File: src/rtl/mdm_pkg.sv
package mdm_pkg;
  localparam int NSTAT   = 4;
  localparam int IDX_CTS = 0;
  localparam int IDX_DSR = 1;
  localparam int IDX_DCD = 2;
  localparam int IDX_RI  = 3;

  typedef struct packed {
    logic ie;
    logic loop;
    logic rts;
    logic dtr;
  } ctl_t;
endpackage

File: src/rtl/mdm_sync.sv
module mdm_sync #(
  parameter int W      = 4,
  parameter int STAGES = 2
) (
  input  logic         clk,
  input  logic         rst_n,
  input  logic [W-1:0] d_i,
  output logic [W-1:0] q_o
);
  logic [STAGES-1:0][W-1:0] stg;

  always_ff @(posedge clk or negedge rst_n) begin
    if (!rst_n) begin
      stg <= '0;
    end else begin
      stg[0] <= d_i;
      for (int s = 1; s < STAGES; s++) stg[s] <= stg[s-1];
    end
  end

  assign q_o = stg[STAGES-1];
endmodule

File: src/rtl/mdm_delta.sv
module mdm_delta #(
  parameter int W         = 4,
  parameter int TRAIL_IDX = 3
) (
  input  logic         clk,
  input  logic         rst_n,
  input  logic [W-1:0] lvl_i,
  input  logic         rd_i,
  output logic [W-1:0] delta_o
);
  logic [W-1:0] prev;
  logic [W-1:0] chg;

  for (genvar i = 0; i < W; i++) begin : g_edge
    if (i == TRAIL_IDX) begin : g_trail
      assign chg[i] = prev[i] & ~lvl_i[i];
    end else begin : g_any
      assign chg[i] = prev[i] ^ lvl_i[i];
    end
  end

  always_ff @(posedge clk or negedge rst_n) begin
    if (!rst_n) begin
      prev    <= '0;
      delta_o <= '0;
    end else begin
      prev    <= lvl_i;
      delta_o <= (rd_i ? '0 : delta_o) | chg;
    end
  end


  rd_clear_chk: assert property (@(posedge clk) disable iff (!rst_n)
    (rd_i && chg == '0) |=> delta_o == '0);


  sticky_chk: assert property (@(posedge clk) disable iff (!rst_n)
    !rd_i |=> (delta_o & $past(delta_o)) == $past(delta_o));


  trail_only_chk: assert property (@(posedge clk) disable iff (!rst_n)
    (lvl_i[TRAIL_IDX] && !prev[TRAIL_IDX] && !delta_o[TRAIL_IDX]) |=> !delta_o[TRAIL_IDX]);
endmodule

File: src/rtl/mdm_ctrl_top.sv
module mdm_ctrl_top
  import mdm_pkg::*;
#(
  parameter int SYNC_STAGES = 2
) (
  input  logic       clk,
  input  logic       rst_n,
  input  logic       ctl_wr,
  input  logic [3:0] ctl_wdata,
  input  logic       sts_rd,
  output logic [7:0] sts_rdata,
  input  logic       cts_i,
  input  logic       dsr_i,
  input  logic       dcd_i,
  input  logic       ri_i,
  output logic       dtr_o,
  output logic       rts_o,
  output logic       irq_o
);
  ctl_t             ctl;
  logic [NSTAT-1:0] st_raw;
  logic [NSTAT-1:0] st_lvl;
  logic [NSTAT-1:0] st_delta;

  always_ff @(posedge clk or negedge rst_n) begin
    if (!rst_n)      ctl <= '0;
    else if (ctl_wr) ctl <= ctl_t'(ctl_wdata);
  end

  always_comb begin
    if (ctl.loop) begin
      st_raw[IDX_CTS] = ctl.rts;
      st_raw[IDX_DCD] = ctl.rts;
      st_raw[IDX_DSR] = ctl.dtr;
      st_raw[IDX_RI]  = ctl.dtr;
    end else begin
      st_raw[IDX_CTS] = cts_i;
      st_raw[IDX_DCD] = dcd_i;
      st_raw[IDX_DSR] = dsr_i;
      st_raw[IDX_RI]  = ri_i;
    end
  end

  mdm_sync #(.W(NSTAT), .STAGES(SYNC_STAGES)) u_sync (
    .clk(clk), .rst_n(rst_n), .d_i(st_raw), .q_o(st_lvl)
  );

  mdm_delta #(.W(NSTAT), .TRAIL_IDX(IDX_RI)) u_delta (
    .clk(clk), .rst_n(rst_n), .lvl_i(st_lvl), .rd_i(sts_rd), .delta_o(st_delta)
  );

  assign dtr_o     = ctl.dtr & ~ctl.loop;
  assign rts_o     = ctl.rts & ~ctl.loop;
  assign irq_o     = ctl.ie & (|st_delta);
  assign sts_rdata = {st_lvl, st_delta};


  loop_pins_chk: assert property (@(posedge clk) disable iff (!rst_n)
    ctl.loop |-> (!dtr_o && !rts_o));


  irq_gate_chk: assert property (@(posedge clk) disable iff (!rst_n)
    !ctl.ie |-> !irq_o);


  ctl_write_chk: assert property (@(posedge clk) disable iff (!rst_n)
    ctl_wr |=> (dtr_o == ($past(ctl_wdata[0]) && !$past(ctl_wdata[2]))) &&
               (rts_o == ($past(ctl_wdata[1]) && !$past(ctl_wdata[2]))));
endmodule

File: config.mk
export PLATFORM = sky130hd
export DESIGN_NAME = mdm_ctrl_top
export DESIGN_NICKNAME = d
export VERILOG_FILES = /design/src/rtl/mdm_pkg.sv /design/src/rtl/mdm_sync.sv /design/src/rtl/mdm_delta.sv /design/src/rtl/mdm_ctrl_top.sv
export SDC_FILE = /design/constraint.sdc
export NUM_CORES = 1
export LEC_CHECK = 0
export BUFFER_PORTS_ARGS = -buffer_cell sky130_fd_sc_hd__buf_2
export CORE_UTILIZATION = 47
export DETAILED_ROUTE_END_ITERATION = 10
export PLACE_DENSITY = 0.75
export SYNTH_ARGS = -nofsm -noshare
export SYNTH_HDL_FRONTEND = slang
export SYNTH_SLANG_ARGS = --single-unit
File: constraint.sdc
create_clock -name clk -period 1.2 [get_ports clk]
set_clock_uncertainty 0.15 [all_clocks]
set_input_delay 0.06 -clock clk [delete_from_list [all_inputs] [get_ports clk]]
set_output_delay 0.06 -clock clk [all_outputs]
set_load 0.02 [all_outputs]
-- Word-level counts from Yosys, hierarchy flattened
Cells that the tools add are included.
- output and inout bits: 11
- bits of input ports: 12
- bits in registers: 20
- logic and storage cells: 21
- muxes and demuxes: 2
- bitwise logic cells: 10
- reduce and logical (&&, ||, !) cells: 1
- operators with widths (cell ; count):
    4-bit two-way mux ; 2
    1-bit bitwise AND ; 4
    4-bit OR ; 1
    4-bit OR reduction ; 1
    1-bit XOR ; 3
    1-bit NOT ; 2

-- Logic depth before layout (Yosys ltp)
Gate-level depths: netlist of run 1.
- depth in word-level cells: 3
- mapped depth: 2
- mapped depth without buffers: 2

-- Hierarchy
A second synthesis of run 1 with hierarchy kept.
- cells, all modules: 48
- area total of the unflattened synthesis: 742.0 µm²
- modules (own cells, without submodules) (module ; cells an instance ; seq. area each (µm²) ; times used ; area an instance (µm²)):
    mdm_delta ; 20 ; 200.2 ; 1 ; 266.5
    mdm_ctrl_top ; 16 ; 100.1 ; 1 ; 245.2
    mdm_sync ; 12 ; 200.2 ; 1 ; 230.2

-- Least setup slack after synthesis of run 1
OpenSTA, ideal clock, no wires.
- path type: register to output
- start point: register u_delta.delta_o[0]
- end point: output irq_o
- cell stages (with the launch flop): 2
- path slack: 17 ps
- arrival time: 973 ps
- path through: dfrtp_1 -> o41a_1
- longest elaborated chain between the ends: 2
- ends and longest elaborated chain (element ; RTL line ; RTL):
    start, declared ; mdm_delta.sv:9 ; output logic [W-1:0] delta_o
    start signal, assigned ; mdm_delta.sv:28 ; delta_o <= (rd_i ? '0 : delta_o) | chg;
    4-bit OR reduction ; mdm_ctrl_top.sv:54 ; assign irq_o = ctl.ie & (|st_delta);
    1-bit bitwise AND ; mdm_ctrl_top.sv:54 ;
    end, declared ; mdm_ctrl_top.sv:18 ; output logic irq_o
Every way passes these cells.

-- Final worst setup path of run 1
- start point: register u_delta.delta_o[1]
- end point: output irq_o
Same word-level chain as after synthesis.

==> results of run 1 <==
cell families (layout without fill, tap and decap cells):
logic type / Yosys count / after routing / share of synthesized area (%)
xor gates and xnor gates: 3 / 3 / 3.71
DFF: 20 / 20 / 70.7
muxes: 4 / 4 / 6.36
and+or+nand+nor: 4 / 4 / 2.83
AOI/OAI and AO/OA: 9 / 9 / 7.42
buffers and inverters: 13 / 50 / 9.01
metal layers:
layer	track usage, %	routed length [µm]	up-vias
met5	0	0	-
met3	3.80	63	2
met4	7.50	4	0
li1	-	-	239
met2	27.0	584	21
met1	21.1	517	213
power breakdown:
part / total, W / switching, W / internal (W)
Combinational: 0.000370 / 0.000177 / 0.000193
Clock: 0.000526 / 0.000188 / 0.000337
Sequential: 0.000832 / 0.0000597 / 0.000772
cell usage in the layout, fill, tap and decap left out, drive strengths merged:
cell | Yosys | routed
o41a | 1 | 1
bufinv | 0 | 1
inv | 9 | 9
buf | 4 | 26
clkbuf | 0 | 3
o22ai | 1 | 1
mux2 | 4 | 4
xnor2 | 3 | 3
dlygate4sd3 | 0 | 11
nor2b | 2 | 2
o21ai | 7 | 7
nand2 | 2 | 2
dfrtp | 20 | 20
sequential cells by signal (all words and copies together) (netlist names):
register	flops
ctl	4
u_delta.delta_o	4
u_delta.prev	4
u_sync.q_o	4
u_sync.stg	4
what timing repair did:
item,in CTS,in global routing
setup buffers,4,1
endpoints found under the hold margin,32,0
endpoints found under the setup margin,3,5
pin swaps,0,0
hold buffers,11,0
resized for setup,5,6
gates cloned,0,0
worst min-delay path by stage:
stage	start	endpoint	cells past startpoint	slack, ns
after floorplan	rst_n	ctl[0]	0	-0.39
after global placement	rst_n	u_delta.prev[0]	1	-0.13
after detailed placement	rst_n	u_delta.prev[0]	1	-0.12
after CTS	rst_n	u_delta.delta_o[1]	2	0.08
after global routing	rst_n	u_delta.delta_o[1]	2	0.13
final	rst_n	u_delta.delta_o[1]	2	0.07
layout make-up:
type	count	area share (%)
multi-input combinational	20	14.0
clock buffer	3	2.19
sequential	20	48.8
timing repair buffer	37	27.0
inverter	9	3.28
tap	15	1.82
clock inverter	1	2.92
stage by stage:
| stage | cell area [µm²] | hold slack, ns |
|---|---|---|
| after floorplan | 708 | -0.386 |
| after global placement | 807 | -0.134 |
| after detailed placement | 807 | -0.125 |
| after CTS | 1010 | 0.0800 |
| after global routing | 1030 | 0.132 |
| final | 1030 | 0.0683 |
==> metrics.yaml, run 1 <==
maxCapViolCount: 0
clock-sinks: 20
p_per_area_nw_per_um2: 1680
crit_slowest_cell: "o41a_1"
antenna_found_initial: 0
p_leak_nw: 0.517
row_count: 13
cp.depth: 2
cts_inserted_buffers: 3
total_power_w: 0.00173
multiInputGateArea_um2: 144
grt_pass1_vias: 423
fin_crit_sh_pct: 123
die_w_um: 40.8
via_per_inst: 4.52
synth_nets: 65
status: "finished, violations left"
antenna_left: 0
ir_worst_vdd_uv: 1230
layout-area-overhead-vs-synth_pct: 45.2
synth_area_um2: 708
initial_utilization_pct: 52.5
drtIter0Drc: 1
grt_overflow_total: 0
tightestPinTransition_ns: 0.416
grt_use_total_pct: 16.6
yosys-top-cells-area: "dfrtp_1, mux2_2, o21ai_0"
io_pins: 23
seqCellArea_um2: 502
netlist.area_leader.share_pct: 70.7
grt_max_degree: 21
reg2reg_depth: 2
async_reset_ff_share_pct: 100
place_ws_ns: 0.0410
drc_errors: 0
violations: "negative setup slack"
drive_above_1_share_pct: 38.9
post-synth-top-count-cell: "dfrtp_1"
cts_tree: "done"
period_needed_ns: 1.48
end_kind: "output pin"
max_freq_mhz: 677
synth_common_cells: "dfrtp_1, inv_1, o21ai_0, buf_4, mux2_2"
finalNetCount: 103
core_um2: 1350
globalplace.congestion: 0.593
synth_edf_count: 0
crit_chain: "o41a_1 > buf_6"
nFillCells: 98
wl_um: 1170
diodes: 0
cp.buffers_inverters: 1
arrival_ns: 1.27
cp-endpoint: "irq_o"
root_buffer: "clkbuf_4"
num_vias: 475
critPathMaxFanout: 2
netlist_instances: 53
setup_ws_ns: -0.278
synth_ff_type: "dfrtp_1"
cts_buffer_depth: 2
synth-seq-area-share_pct: 70.7
ys_warn_count: 0
required_ns: 0.99
grt_pass1_wl_um: 1730
crit_start: "u_delta.delta_o[1]"
place_inst: 86
cts.htree.levels: 1
path_delay_family: "compound AO/OA/AOI/OAI gates"
relSlewSlack_pct: 72.2
clock_latency_ns: 0.29
cpPeakStageDelay_ns: 0.43
reg2reg_to: "ctl[2]"
ys_seq_elements: 20
r2r_start: "ctl[2]"
hpwl_um: 713
die_h_um: 40.8
hold_class: "in -> async"
syn_avg_cell_area_um2: 13.4
finalSetupViolCount: 3
dieArea_um2: 1670
fin_util_pct: 76.2
tns_ns: -0.303
timing.final.hold_violations: 0
startpoint_type: "flip-flop"
clk_pin_slew_worst_paths_ns: 0.11
wl_per_cell_um: 11.1
ff2ff_setup_slack_ns: 0.11
synth_top_cell_by_area: "dfrtp_1"
port_buffers: 22
first_pass_iters: 2
rsz0062_at_grt: "yes"
ys_types: 10
critPathKind: "reg -> out"
final_cells: 105
slew_violations: 0
No activity file was read; power rests on OpenSTA's default activity.
==> inputs of run 2 (changes only) <==
==> constraint.sdc (replaced) <==
create_clock -name clk -period 1.2 [get_ports clk]
set_clock_uncertainty 0.15 [all_clocks]
set_input_delay 0.24 -clock clk [delete_from_list [all_inputs] [get_ports clk]]
set_output_delay 0.24 -clock clk [all_outputs]
set_load 0.02 [all_outputs]
==> metrics.yaml, run 2 (synthesis results as in run 1) <==
status: "finished, violations left"
violations: "negative setup slack"
r2r_start: "u_delta.delta_o[1]"
intPower_w: 0.00118  # -9.4%
clock-sinks: 20  # unchanged
layout-area-overhead-vs-synth_pct: 42.4
core_um2: 1350  # unchanged
ff2ff_setup_slack_ns: 0.05  # -0.06 ns
crit_chain: "o41a_1 > buf_6"
drtIter0Drc: 0  # -1
cts_inserted_buffers: 3  # unchanged
whs_endpoint: "u_sync.stg[2]"
root_buffer: "clkbuf_4"
grt_max_degree: 21  # unchanged
grt_pass1_wl_um: 1770  # +2.0%
seqPwrFrac_pct: 51.1  # +2.9 points
slew_violations: 0  # unchanged
p_leak_nw: 0.510  # -1.2%
required_ns: 0.81  # -0.18 ns
postPlaceCellArea_um2: 832  # +3.1%
clock_latency_ns: 0.29  # about the same
critPathKind: "reg -> out"
antenna_found_initial: 0  # unchanged
drc_errors: 0  # unchanged
timing.final.hold_violations: 0  # unchanged
cts.htree.levels: 1  # unchanged
maxCapViolCount: 0  # unchanged
ir_worst_vdd_uv: 706  # -42%
grt_pass1_vias: 415  # -1.9%
finalNetCount: 100  # -2.9%
reg2reg_to: "u_delta.delta_o[1]"
dieArea_um2: 1670  # unchanged
setup_ws_ns: -0.454  # -0.176 ns
min_from: "dcd_i"
cts_tree: "done"
holdPathStages: 3
hold_class: "in -> reg"
num_vias: 459  # -3.4%
p_sw_share_pct: 27.7  # +3.1 points
initial_utilization_pct: 52.5  # unchanged
period_needed_ns: 1.65  # +0.176 ns
grt_overflow_total: 0  # unchanged
tightestPinTransition_ns: 0.428  # +0.0114 ns
final_common_cell: "dfrtp_1"
rsz0062_at_grt: "yes"
antenna_left: 0  # unchanged
first_pass_iters: 1  # -1
cts_buffer_depth: 2  # unchanged
cpPeakStageDelay_ns: 0.42  # about the same
clk_pin_slew_worst_paths_ns: 0.11  # about the same
hpwl_um: 800  # +12%
comb_power_share_pct: 29.8  # +8.4 points
route.met3.wl_um: 59  # -6.3%
wl_um: 1280  # +9.4%
crit_slowest_cell: "o41a_1"
fin_area_um2: 1010  # -1.9%
total_power_w: 0.00163  # -5.5%
p_clk_share_pct: 19.1  # -11 points
die_h_um: 40.8  # unchanged
switchingPower_w: 0.000452  # +6.3%
drive_above_1_share_pct: 50.6  # +12 points
critPathMaxFanout: 2  # unchanged
port_buffers: 22  # unchanged
finalSetupViolCount: 11  # +8
grt_use_total_pct: 17.3  # +0.69 points
startpoint_type: "flip-flop"
end_kind: "output pin"
via_per_inst: 4.50  # -0.53%
globalplace.congestion: 0.611  # +2.9%
p_per_area_nw_per_um2: 1620  # -3.6%
diodes: 0  # unchanged
layout_common_cells: "dfrtp_1, buf_6, buf_2, inv_1, buf_4"
reg2reg_depth: 5  # +3
drt-met1-wl_um: 539  # +4.3%
relSlewSlack_pct: 71.5  # -0.76 points
max_freq_mhz: 605  # -11%
top_layer: "met3"
fin_crit_sh_pct: 138  # +15 points
io_pins: 23  # unchanged
met2WireLength_um: 681  # +17%
row_count: 13  # unchanged
wl_per_cell_um: 12.5  # +13%
die_w_um: 40.8  # unchanged
arrival_ns: 1.26  # about the same
## run 2: cell types whose count changed in the layout (fill, tap and decap cells not counted), sizes merged
cell / before / now
clkbuf: 3 / 4
buf: 26 / 33
bufinv: 1 / 0
dlygate4sd3: 11 / 1
## run 2: power groups by stage
stage               sequential [W]  clock (W)  combinational (W)
detailed placement        0.000849          0           0.000298
global route              0.000842   0.000350           0.000529
floorplan                 0.000882          0           0.000143
global placement          0.000840          0           0.000292
finish                    0.000835   0.000312           0.000486
CTS                       0.000830   0.000329           0.000447
## run 2: timing repair
item                                    in CTS  in global routing
pin swaps                                    1                  0
buffers inserted                             8                  1
hold endpoints to repair                    20                  0
endpoints found under the setup margin      11                 13
cloned                                       0                  0
gates resized for setup                     21                  7
hold buffers                                 1                  0
## run 2: per-layer routing
metal / GRT usage, % / vias up
li1: - / 232
met1: 17.4 / 206
met2: 33.2 / 21
met3: 3.80 / 0
met4: 7.50 / 0
met5: 0 / -
## run 2: layout make-up
class,count,area [µm²]
Sequential cell,20,504
Fill cell,107,342
Timing Repair Buffer,34,279
Multi-Input combinational cell,20,146
Inverter,9,33.8
Clock buffer,4,26.3
Tap cell,15,18.8
## run 2: critical path, delay by kind of cell, from the launching register on
| kind | cells | cell delay, ns |
|---|---|---|
| AOI/OAI and AO/OA | 1 | 0.42 |
| DFF | 1 | 0.41 |
| buffers and inverters | 1 | 0.14 |
## run 2: worst max-delay path by stage
| stage | from | to | cells after the start | slack [ns] |
|---|---|---|---|---|
| floorplan | u_delta.delta_o[2] | irq_o | 1 | -0.14 |
| global placement | u_delta.delta_o[2] | irq_o | 2 | -0.13 |
| detailed placement | u_delta.delta_o[2] | irq_o | 2 | -0.14 |
| CTS | u_delta.delta_o[1] | irq_o | 2 | -0.46 |
| global route | u_delta.delta_o[1] | irq_o | 2 | -0.49 |
| finish | u_delta.delta_o[1] | irq_o | 2 | -0.45 |
## run 2: through the flow
| stage | setup TNS [ns] | setup slack, ns | utilization, % | hold WS, ns | std cells |
|---|---|---|---|---|---|
| after global routing | -1.94 | -0.487 | 74.7 | 0.00974 | 102 |
| final | -1.52 | -0.454 | 74.7 | 0.0112 | 102 |
| after CTS | -1.57 | -0.460 | 73.3 | 0.00670 | 102 |
| after global placement | -0.126 | -0.126 | 61.6 | 0.0484 | 89 |
| after floorplan | -0.145 | -0.145 | - | -0.206 | 53 |
| after detailed placement | -0.139 | -0.139 | 61.6 | 0.0538 | 89 |
